<file path="src/rtl/btc_pkg.sv">
package btc_pkg;

    // Outcome of one lookup, used to steer the next fetch address
    typedef enum logic [1:0] {
        LK_MISS   = 2'd0,
        LK_HIT_NT = 2'd1,
        LK_HIT_T  = 2'd2
    } lk_kind_e;

endpackage

</file>
<file path="src/rtl/btc_store.sv">
module btc_store #(
    parameter int IDX_W = 4,
    parameter int TAG_W = 5,
    parameter int PC_W  = 9
) (
    input  logic             clk,
    input  logic             rst_n,
    input  logic             wr_en,
    input  logic [IDX_W-1:0] wr_idx,
    input  logic [TAG_W-1:0] wr_tag,
    input  logic [PC_W-1:0]  wr_tgt,
    input  logic             wr_dir,
    input  logic [IDX_W-1:0] rd_idx,
    output logic             rd_valid,
    output logic [TAG_W-1:0] rd_tag,
    output logic [PC_W-1:0]  rd_tgt,
    output logic             rd_dir
);
    localparam int DEPTH = 1 << IDX_W;

    logic [DEPTH-1:0] valid_q;
    logic [TAG_W-1:0] tag_q [DEPTH];
    logic [PC_W-1:0]  tgt_q [DEPTH];
    logic [DEPTH-1:0] dir_q;

    for (genvar e = 0; e < DEPTH; e++) begin : g_slot
        logic sel;
        assign sel = wr_en && (wr_idx == IDX_W'(e));

        always_ff @(posedge clk or negedge rst_n) begin
            if (!rst_n) begin
                valid_q[e] <= 1'b0;
            end else if (sel) begin
                valid_q[e] <= 1'b1;
            end
        end

        always_ff @(posedge clk) begin
            if (sel) begin
                tag_q[e] <= wr_tag;
                tgt_q[e] <= wr_tgt;
                dir_q[e] <= wr_dir;
            end
        end
    end

    assign rd_valid = valid_q[rd_idx];
    assign rd_tag   = tag_q[rd_idx];
    assign rd_tgt   = tgt_q[rd_idx];
    assign rd_dir   = dir_q[rd_idx];

    // a strobed write leaves its slot valid
    a_r6_write_sets_valid: assert property (@(posedge clk) disable iff (!rst_n)
        wr_en |=> valid_q[$past(wr_idx)]);

    // without a strobe the valid flags stay as they were
    a_r8_idle_keeps_valid: assert property (@(posedge clk) disable iff (!rst_n)
        !wr_en |=> $stable(valid_q));

endmodule

</file>
<file path="src/rtl/btc_match.sv">
module btc_match #(
    parameter int TAG_W = 5
) (
    input  logic             slot_valid,
    input  logic [TAG_W-1:0] slot_tag,
    input  logic             slot_dir,
    input  logic [TAG_W-1:0] pc_tag,
    output logic             hit,
    output logic             taken
);
    always_comb begin
        hit   = slot_valid && (slot_tag == pc_tag);
        taken = hit && slot_dir;
    end
endmodule

</file>
<file path="src/rtl/btc_predictor.sv">
module btc_predictor #(
    parameter int PC_W  = 9,
    parameter int IDX_W = 4
) (
    input  logic            clk,
    input  logic            rst_n,
    input  logic [PC_W-1:0] lk_pc,
    output logic            lk_hit,
    output logic            lk_taken,
    output logic [PC_W-1:0] lk_target,
    output logic [PC_W-1:0] lk_next_pc,
    input  logic            wr_en,
    input  logic [PC_W-1:0] wr_pc,
    input  logic [PC_W-1:0] wr_target,
    input  logic            wr_taken
);
    import btc_pkg::*;

    localparam int TAG_W = PC_W - IDX_W;

    logic             s_valid;
    logic [TAG_W-1:0] s_tag;
    logic [PC_W-1:0]  s_tgt;
    logic             s_dir;
    logic             m_hit;
    logic             m_taken;
    lk_kind_e         kind;

    btc_store #(.IDX_W(IDX_W), .TAG_W(TAG_W), .PC_W(PC_W)) u_store (
        .clk      (clk),
        .rst_n    (rst_n),
        .wr_en    (wr_en),
        .wr_idx   (wr_pc[IDX_W-1:0]),
        .wr_tag   (wr_pc[PC_W-1:IDX_W]),
        .wr_tgt   (wr_target),
        .wr_dir   (wr_taken),
        .rd_idx   (lk_pc[IDX_W-1:0]),
        .rd_valid (s_valid),
        .rd_tag   (s_tag),
        .rd_tgt   (s_tgt),
        .rd_dir   (s_dir)
    );

    btc_match #(.TAG_W(TAG_W)) u_match (
        .slot_valid (s_valid),
        .slot_tag   (s_tag),
        .slot_dir   (s_dir),
        .pc_tag     (lk_pc[PC_W-1:IDX_W]),
        .hit        (m_hit),
        .taken      (m_taken)
    );

    always_comb begin
        if (!m_hit)      kind = LK_MISS;
        else if (m_taken) kind = LK_HIT_T;
        else             kind = LK_HIT_NT;
    end

    always_comb begin
        lk_hit     = 1'b0;
        lk_taken   = 1'b0;
        lk_target  = '0;
        lk_next_pc = lk_pc + PC_W'(1);
        unique case (kind)
            LK_MISS: ;
            LK_HIT_NT: begin
                lk_hit    = 1'b1;
                lk_target = s_tgt;
            end
            LK_HIT_T: begin
                lk_hit     = 1'b1;
                lk_taken   = 1'b1;
                lk_target  = s_tgt;
                lk_next_pc = s_tgt;
            end
            default: ;
        endcase
    end

    // a write becomes visible to a lookup of the same address one cycle later
    a_r7_write_visible_next: assert property (@(posedge clk) disable iff (!rst_n)
        wr_en |=> ((lk_pc != $past(wr_pc)) ||
                   (lk_hit && (lk_target == $past(wr_target)) && (lk_taken == $past(wr_taken)))));

    // a taken prediction only comes with a hit
    a_r4_taken_needs_hit: assert property (@(posedge clk) disable iff (!rst_n)
        lk_taken |-> lk_hit);

    // a hit predicting taken redirects fetch to the predicted destination
    a_r5_redirect_to_target: assert property (@(posedge clk) disable iff (!rst_n)
        (lk_hit && lk_taken) |-> (lk_next_pc == lk_target));

    // otherwise fetch falls through to the next sequential address
    a_r5_fall_through: assert property (@(posedge clk) disable iff (!rst_n)
        !lk_taken |-> (lk_next_pc == PC_W'(lk_pc + PC_W'(1))));

endmodule

</file>
<file path="config.mk">
export PLATFORM = sky130hd
export DESIGN_NAME = btc_predictor
export DESIGN_NICKNAME = d
export VERILOG_FILES = /design/src/rtl/btc_pkg.sv /design/src/rtl/btc_store.sv /design/src/rtl/btc_match.sv /design/src/rtl/btc_predictor.sv
export SDC_FILE = /design/constraint.sdc
export NUM_CORES = 1
export LEC_CHECK = 0
export BUFFER_PORTS_ARGS = -buffer_cell sky130_fd_sc_hd__buf_4
export CAP_MARGIN = 20
export CORE_MARGIN = 4
export CORE_UTILIZATION = 55
export DETAILED_ROUTE_END_ITERATION = 7
export GPL_TIMING_DRIVEN = 0
export PLACE_DENSITY = 0.79
export SKIP_LAST_GASP = 1
export SYNTH_ARGS = -nofsm -noshare
export SYNTH_HDL_FRONTEND = slang
export SYNTH_SLANG_ARGS = --single-unit
</file>
<file path="constraint.sdc">
create_clock -name clk -period 2.9 [get_ports clk]
set_input_delay 0.29 -clock clk [delete_from_list [all_inputs] [get_ports clk]]
set_output_delay 0.29 -clock clk [all_outputs]
set_load 0.02 [all_outputs]
</file>
==> impl_metrics.yaml, run 1 <==
status:
  status: "complete, but fails checks"
  failed_checks: "setup timing"
global_routing:
  grt_overflow: 0
  grt_pass1_vias: 5488
  grt_usage: 0.229
  grt_antenna_before_repair: 0
  grt_max_degree: 17
  grt_pass1_wl_um: 34100
worst_hold_path:
  hold_class: "in -> reg"
  hold-path-cell-count: 1
die:
  die_w_um: 144
  coreArea_um2: 18100
  die_y_um: 144
  initial_utilization: 0.564
  die_area_um2: 20900
  num_io_pins: 51
  placementRows: 49
yosys:
  synth.cell_area_um2: 10200
  ys_seq_area_frac: 0.743
  syn_area_per_cell_um2: 21.0
  yosysWarnings: 0
  yosysUniqueCellTypes: 37
  syn_nets: 519
  ys_seq_elements: 256
  netlist_instances: 487
finish:
  drive_gt1_frac: 0.405
  final_util: 0.675
  stdcell_count: 837
  n_antenna_cell: 0
  area_growth_pct: 19.7
  layout.nets: 621
  register_area_um2: 7610
  multi_input_area_um2: 2620
  nFillCells: 1128
clock_network:
  clk_pin_slew_worst_paths_ns: 0.06
  cts_buffers: 25
  cts_sinks: 256
  htreeDepth: 1
  clock_latency_ns: 0.51
  cts-root-buf: "clkbuf_16"
  clockBufferDepth: 3
  tritoncts: "done"
worst_setup_path:
  crit_required_ns: 2.61
  cp.arrival_ns: 3.05
  critPathLaunchType: "flip-flop"
  crit_type: "reg -> out"
  rr_worst_depth: 1
  endpoint_kind: "primary output"
  crit_fanout: 5
job:
  maxCapViolCount: 0
sta:
  rsz0062_at_grt: "true"
  setup_viol: 20
  max-slew-margin-rel: 0.266
  hold_violations: 0
  worst_slew_pin_slew_ns: 1.10
  final_max_slew_viol_count: 0
  final.setup_skew_ns: 0
  fmax_ghz: 0.299
  period_minus_slack_ns: 3.34
  finalCritPeriodShare: 1.15
  setup_ws_ns: -0.444
placement:
  io_buffers: 48
  post-place-ws_ns: -1.01
  post-place-cells: 782
  gp_congestion: 0.821
  dp_hpwl_um: 14900
routing:
  drc: 0
  first_pass_iters: 5
  final_antenna_net_count: 0
  vias: 5244
  wire_per_inst_um: 27.6
  detail_route.iter0.violations: 596
  vias_per_cell: 6.27
  routed_wl_um: 23100
power:
  total_power_w: 0.00805
  ir_drop_v: 0.000587
  cellPowerDensity_nw_per_um2: 657
  leakage_nw: 4.15
-- final timing paths --
check / endpoint / startpoint / slack (ns)
max: lk_next_pc[3] / u_store.tag_q[0][1]$_DFFE_PP_ / -0.44
max in group asynchronous: u_store.valid_q[4]$_DFFE_PN0P_ / rst_n / 2.54
max reg2reg: u_store.valid_q[1]$_DFFE_PN0P_ / u_store.valid_q[1]$_DFFE_PN0P_ / 2.07
min: u_store.tgt_q[0][7]$_DFFE_PP_ / wr_target[7] / 0.07
min in group asynchronous: u_store.valid_q[1]$_DFFE_PN0P_ / rst_n / 0.17
min reg2reg: u_store.valid_q[3]$_DFFE_PN0P_ / u_store.valid_q[3]$_DFFE_PN0P_ / 0.47
-- through the flow --
| step | hold WS, ns | cell area [um^2] | setup TNS (ns) |
|---|---|---|---|
| floorplan | -0.00559 | 10300 | -1.47 |
| global placement | 0.151 | 10900 | -55.56 |
| detailed placement | 0.161 | 11200 | -17.70 |
| CTS | 0.0501 | 12200 | -5.66 |
| global route | 0.0702 | 12300 | -8.69 |
| finish | 0.0692 | 12300 | -5.63 |
-- synth_stat cells, drive strengths merged --
| master | number | area share |
|---|---|---|
| a2111oi | 2 | 0.0042 |
| a211oi | 1 | 0.00073 |
| a21o | 2 | 0.0015 |
| a221oi | 2 | 0.0017 |
| a22o | 3 | 0.0026 |
| a22oi | 5 | 0.0042 |
| and2 | 9 | 0.0055 |
| and3 | 1 | 0.00061 |
| buf | 15 | 0.0081 |
| clkbuf | 6 | 0.0022 |
| dfrtp | 16 | 0.039 |
| edfxtp | 240 | 0.70 |
| ha | 1 | 0.0012 |
| inv | 3 | 0.0011 |
| mux2 | 8 | 0.0088 |
| mux2i | 31 | 0.030 |
| mux4 | 63 | 0.14 |
| nand2 | 8 | 0.0029 |
| nand2b | 2 | 0.0012 |
| nand3 | 7 | 0.0034 |
| nand3b | 3 | 0.0022 |
| nand4 | 1 | 0.00061 |
| nor2 | 18 | 0.0066 |
| nor2b | 3 | 0.0018 |
| nor3 | 6 | 0.0029 |
| o211ai | 1 | 0.00073 |
| o21a | 1 | 0.00073 |
| or2 | 16 | 0.0098 |
| or3b | 1 | 0.00086 |
| xnor2 | 7 | 0.0060 |
| xor2 | 5 | 0.0043 |
-- cell families (layout without fill, tap and decap cells) --
logic type                 count (synthesis)  in the layout  share of synthesized area
AOI/OAI and AO/OA                         17             17                     0.0163
xor gates and xnor gates                  12             12                     0.0103
adders and majority gates                  1              1                    0.00122
buffers and inverters                     24            144                     0.0114
DFF                                      256            256                      0.743
muxes                                    102            102                      0.179
and+or+nand+nor                           75             76                     0.0385
-- report_power, final --
part	switching (W)	internal, W	leakage [nW]	total [W]
Combinational	0.000326	0.000291	1.41	0.000617
Sequential	0.0000360	0.00415	2.33	0.00419
Clock	0.00130	0.00194	0.409	0.00325
-- layer usage --
layer	track usage	vias to the layer above	part of all wire
met2	0.368	295	0.49
met1	0.331	2707	0.39
met5	0	-	0
met3	0.0446	35	0.095
met4	0.0555	0	0.021
li1	-	2207	-
-- critical path: stages (launching register included) --
cell       delay, ns
edfxtp_1        0.38
mux4_2          0.48
mux2i_2         0.20
xnor2_1         0.11
a2111oi_2       0.25
a22oi_2         0.15
a2111oi_4       0.23
buf_4           0.17
buf_6           0.13
mux2_4          0.31
buf_6           0.13
-- registers in the layout, indices dropped and copies added, names as in the netlist --
name,flops
u_store.dir_q,16
u_store.valid_q,16
u_store.tag_q,80
u_store.tgt_q,144
-- repair_timing --
| item | in CTS | in global routing |
|---|---|---|
| resized for setup | 33 | 18 |
| gates cloned | 1 | 0 |
| hold endpoints to repair | 16 | 0 |
| setup endpoints to repair | 20 | 20 |
| hold buffers | 1 | 0 |
| buffers inserted | 4 | 4 |
| pin swaps | 2 | 3 |
-- cells in the final DEF (no fill, tap or decap), types with 3 or more instances in the layout --
master / synthesis / routed
edfxtp_1: 240 / 240
mux4_2: 59 / 63
buf_4: 2 / 49
mux2i_1: 31 / 28
clkbuf_16: 0 / 25
buf_6: 1 / 18
buf_8: 0 / 18
or2_2: 16 / 16
dfrtp_1: 16 / 16
nor2_2: 0 / 12
nand2_1: 8 / 8
xnor2_1: 7 / 7
nand3_1: 7 / 7
and2_1: 9 / 6
clkinv_2: 0 / 6
nor2_1: 18 / 5
xor2_1: 5 / 5
mux2_4: 0 / 5
clkbuf_1: 6 / 5
clkbuf_2: 0 / 4
a22oi_1: 4 / 4
nor3_2: 0 / 4
clkinv_1: 0 / 4
bufinv_16: 0 / 4
inv_1: 3 / 3
nand3b_1: 3 / 3
nor2b_1: 3 / 3
a22o_1: 3 / 3
mux2i_2: 0 / 3
and2_4: 0 / 3
mux2_2: 8 / 3
-- cell type report --
| type | count | area share |
|---|---|---|
| Sequential cell | 256 | 0.621 |
| Multi-Input combinational cell | 208 | 0.213 |
| Timing Repair Buffer | 74 | 0.0575 |
| Clock buffer | 30 | 0.0526 |
| Tap cell | 229 | 0.0234 |
| Buffer | 21 | 0.0164 |
| Clock inverter | 16 | 0.0149 |
| Inverter | 3 | 0.000919 |
Power figures use the tool's default switching activity.
==> run 2: changes to the inputs <==
clock period = 2.72 ns   (was 2.9 ns; I/O delays follow)
==> impl_metrics.yaml, run 2 (same netlist as run 1, synthesis figures left out) <==
routing:
  final_antenna_net_count: 0
  vias_per_cell: 6.34
  drc: 0
  wire_per_inst_um: 28.0
  vias: 5274
  first_pass_iters: 5
  routed_wl_um: 23300
  detail_route.iter0.violations: 555
global_routing:
  grt_pass1_wl_um: 34300
  grt_overflow: 0
  grt_max_degree: 17
  grt_usage: 0.230
  grt_antenna_before_repair: 0
  grt_pass1_vias: 5381
worst_setup_path:
  r2r_start: "u_store.valid_q[14]$_DFFE_PN0P_"
  critPathLaunchType: "input port"
  crit_type: "in -> out"
  cp.arrival_ns: 3.06
  crit_required_ns: 2.45
  crit_fanout: 10
  crit_path_start: "lk_pc[2]"
  endpoint_kind: "primary output"
clock_network:
  clockBufferDepth: 3
  htreeDepth: 1
  tritoncts: "done"
  clock_latency_ns: 0.50
  clk_pin_slew_worst_paths_ns: 0.06
  cts_sinks: 256
  cts-root-buf: "clkbuf_16"
  cts_buffers: 25
finish:
  nFillCells: 1139
  largest_reg_flops: 144
  drive_gt1_frac: 0.380
  final_common_cell: "edfxtp_1"
  layout.nets: 618
  n_antenna_cell: 0
  final_util: 0.667
  area_growth_pct: 18.3
  top_register: "u_store.tgt_q"
  reg_top3: "u_store.tgt_q x144, u_store.tag_q x80"
  most-common-layout-cells: "edfxtp_1 (240), mux4_2 (61), buf_4 (51)"
placement:
  dp_hpwl_um: 15200
  io_buffers: 48
  gp_congestion: 0.903
status:
  failed_checks: "setup timing"
  status: "complete, but fails checks"
die:
  initial_utilization: 0.564
  die_area_um2: 20900
  coreArea_um2: 18100
  die_w_um: 144
  die_y_um: 144
  placementRows: 49
  num_io_pins: 51
job:
  maxCapViolCount: 0
sta:
  period_minus_slack_ns: 3.33
  final_max_slew_viol_count: 0
  fmax_ghz: 0.300
  max-slew-margin-rel: 0.308
  setup_ws_ns: -0.614
  finalCritPeriodShare: 1.23
  hold_violations: 0
  worst_slew_pin_slew_ns: 1.03
  final.setup_skew_ns: 0
  rsz0062_at_grt: "true"
  setup_viol: 20
worst_hold_path:
  hold_path.startpoint: "wr_target[8]"
  hold_class: "in -> reg"
power:
  cellPowerDensity_nw_per_um2: 681
  leakage_nw: 4.08
  total_power_w: 0.00824
  ir_drop_v: 0.000505
## run 2: cell type report
class / instances / area [um^2] / area share
timing repair buffer: 72 / 682 / 0.0563
multi-input combinational: 207 / 2580 / 0.214
buffer: 21 / 201 / 0.0166
tap: 229 / 287 / 0.0237
clock inverter: 13 / 83.8 / 0.00693
sequential: 256 / 7610 / 0.628
clock buffer: 31 / 648 / 0.0535
inverter: 3 / 11.3 / 0.000930
## run 2: what timing repair did
| item | CTS | global route |
|---|---|---|
| hold buffers | 1 | 0 |
| setup buffers | 4 | 0 |
| setup endpoints to repair | 20 | 20 |
| gates cloned | 0 | 0 |
| endpoints found under the hold margin | 16 | 0 |
| pin swaps | 3 | 0 |
| resized for setup | 31 | 0 |
## run 2: worst paths after layout
kind / end / slack, ns / cells past startpoint
max in group asynchronous: u_store.valid_q[8]$_DFFE_PN0P_ / 2.37 / 2
hold / removal: u_store.tgt_q[2][8]$_DFFE_PP_ / 0.05 / 1
setup / recovery: lk_next_pc[1] / -0.61 / 9
min in group asynchronous: u_store.valid_q[14]$_DFFE_PN0P_ / 0.17 / 2
setup reg to reg: u_store.valid_q[14]$_DFFE_PN0P_ / 1.92 / 1
hold reg to reg: u_store.valid_q[13]$_DFFE_PN0P_ / 0.47 / 1
## run 2: where the power goes
| part | total [W] | internal [W] | switching [W] |
|---|---|---|---|
| registers | 0.00446 | 0.00443 | 0.0000392 |
| clock network | 0.00313 | 0.00177 | 0.00136 |
| logic | 0.000644 | 0.000306 | 0.000338 |
| total | 0.00824 | 0.00651 | 0.00174 |
## run 2: layer usage
layer  global-route usage  wire length [um]
met5                    0                 0
met4               0.0584               549
met3               0.0327              1630
met2                0.397             12200
met1                0.313              8970
## run 2: critical path, cell delays in order
cell	delay (ns)
buf_2	0.23
clkdlybuf4s15_1	0.74
mux2i_4	0.38
xnor2_1	0.17
nand4_1	0.19
a2111oi_4	0.36
buf_4	0.23
mux2_2	0.36
buf_6	0.13
## run 2: through the flow
step | std cells | TNS (ns) | worst slack [ns] | hold WS [ns] | area (um^2)
global route | 832 | -12.21 | -0.746 | 0.0545 | 12100
floorplan | 487 | -2.77 | -0.321 | -0.0236 | 10300
finish | 832 | -10.08 | -0.614 | 0.0539 | 12100
global placement | 764 | -69.48 | -1.11 | 0.129 | 10900
detailed placement | 783 | -18.70 | -1.14 | 0.137 | 11200
CTS | 832 | -9.59 | -0.589 | 0.0411 | 12100
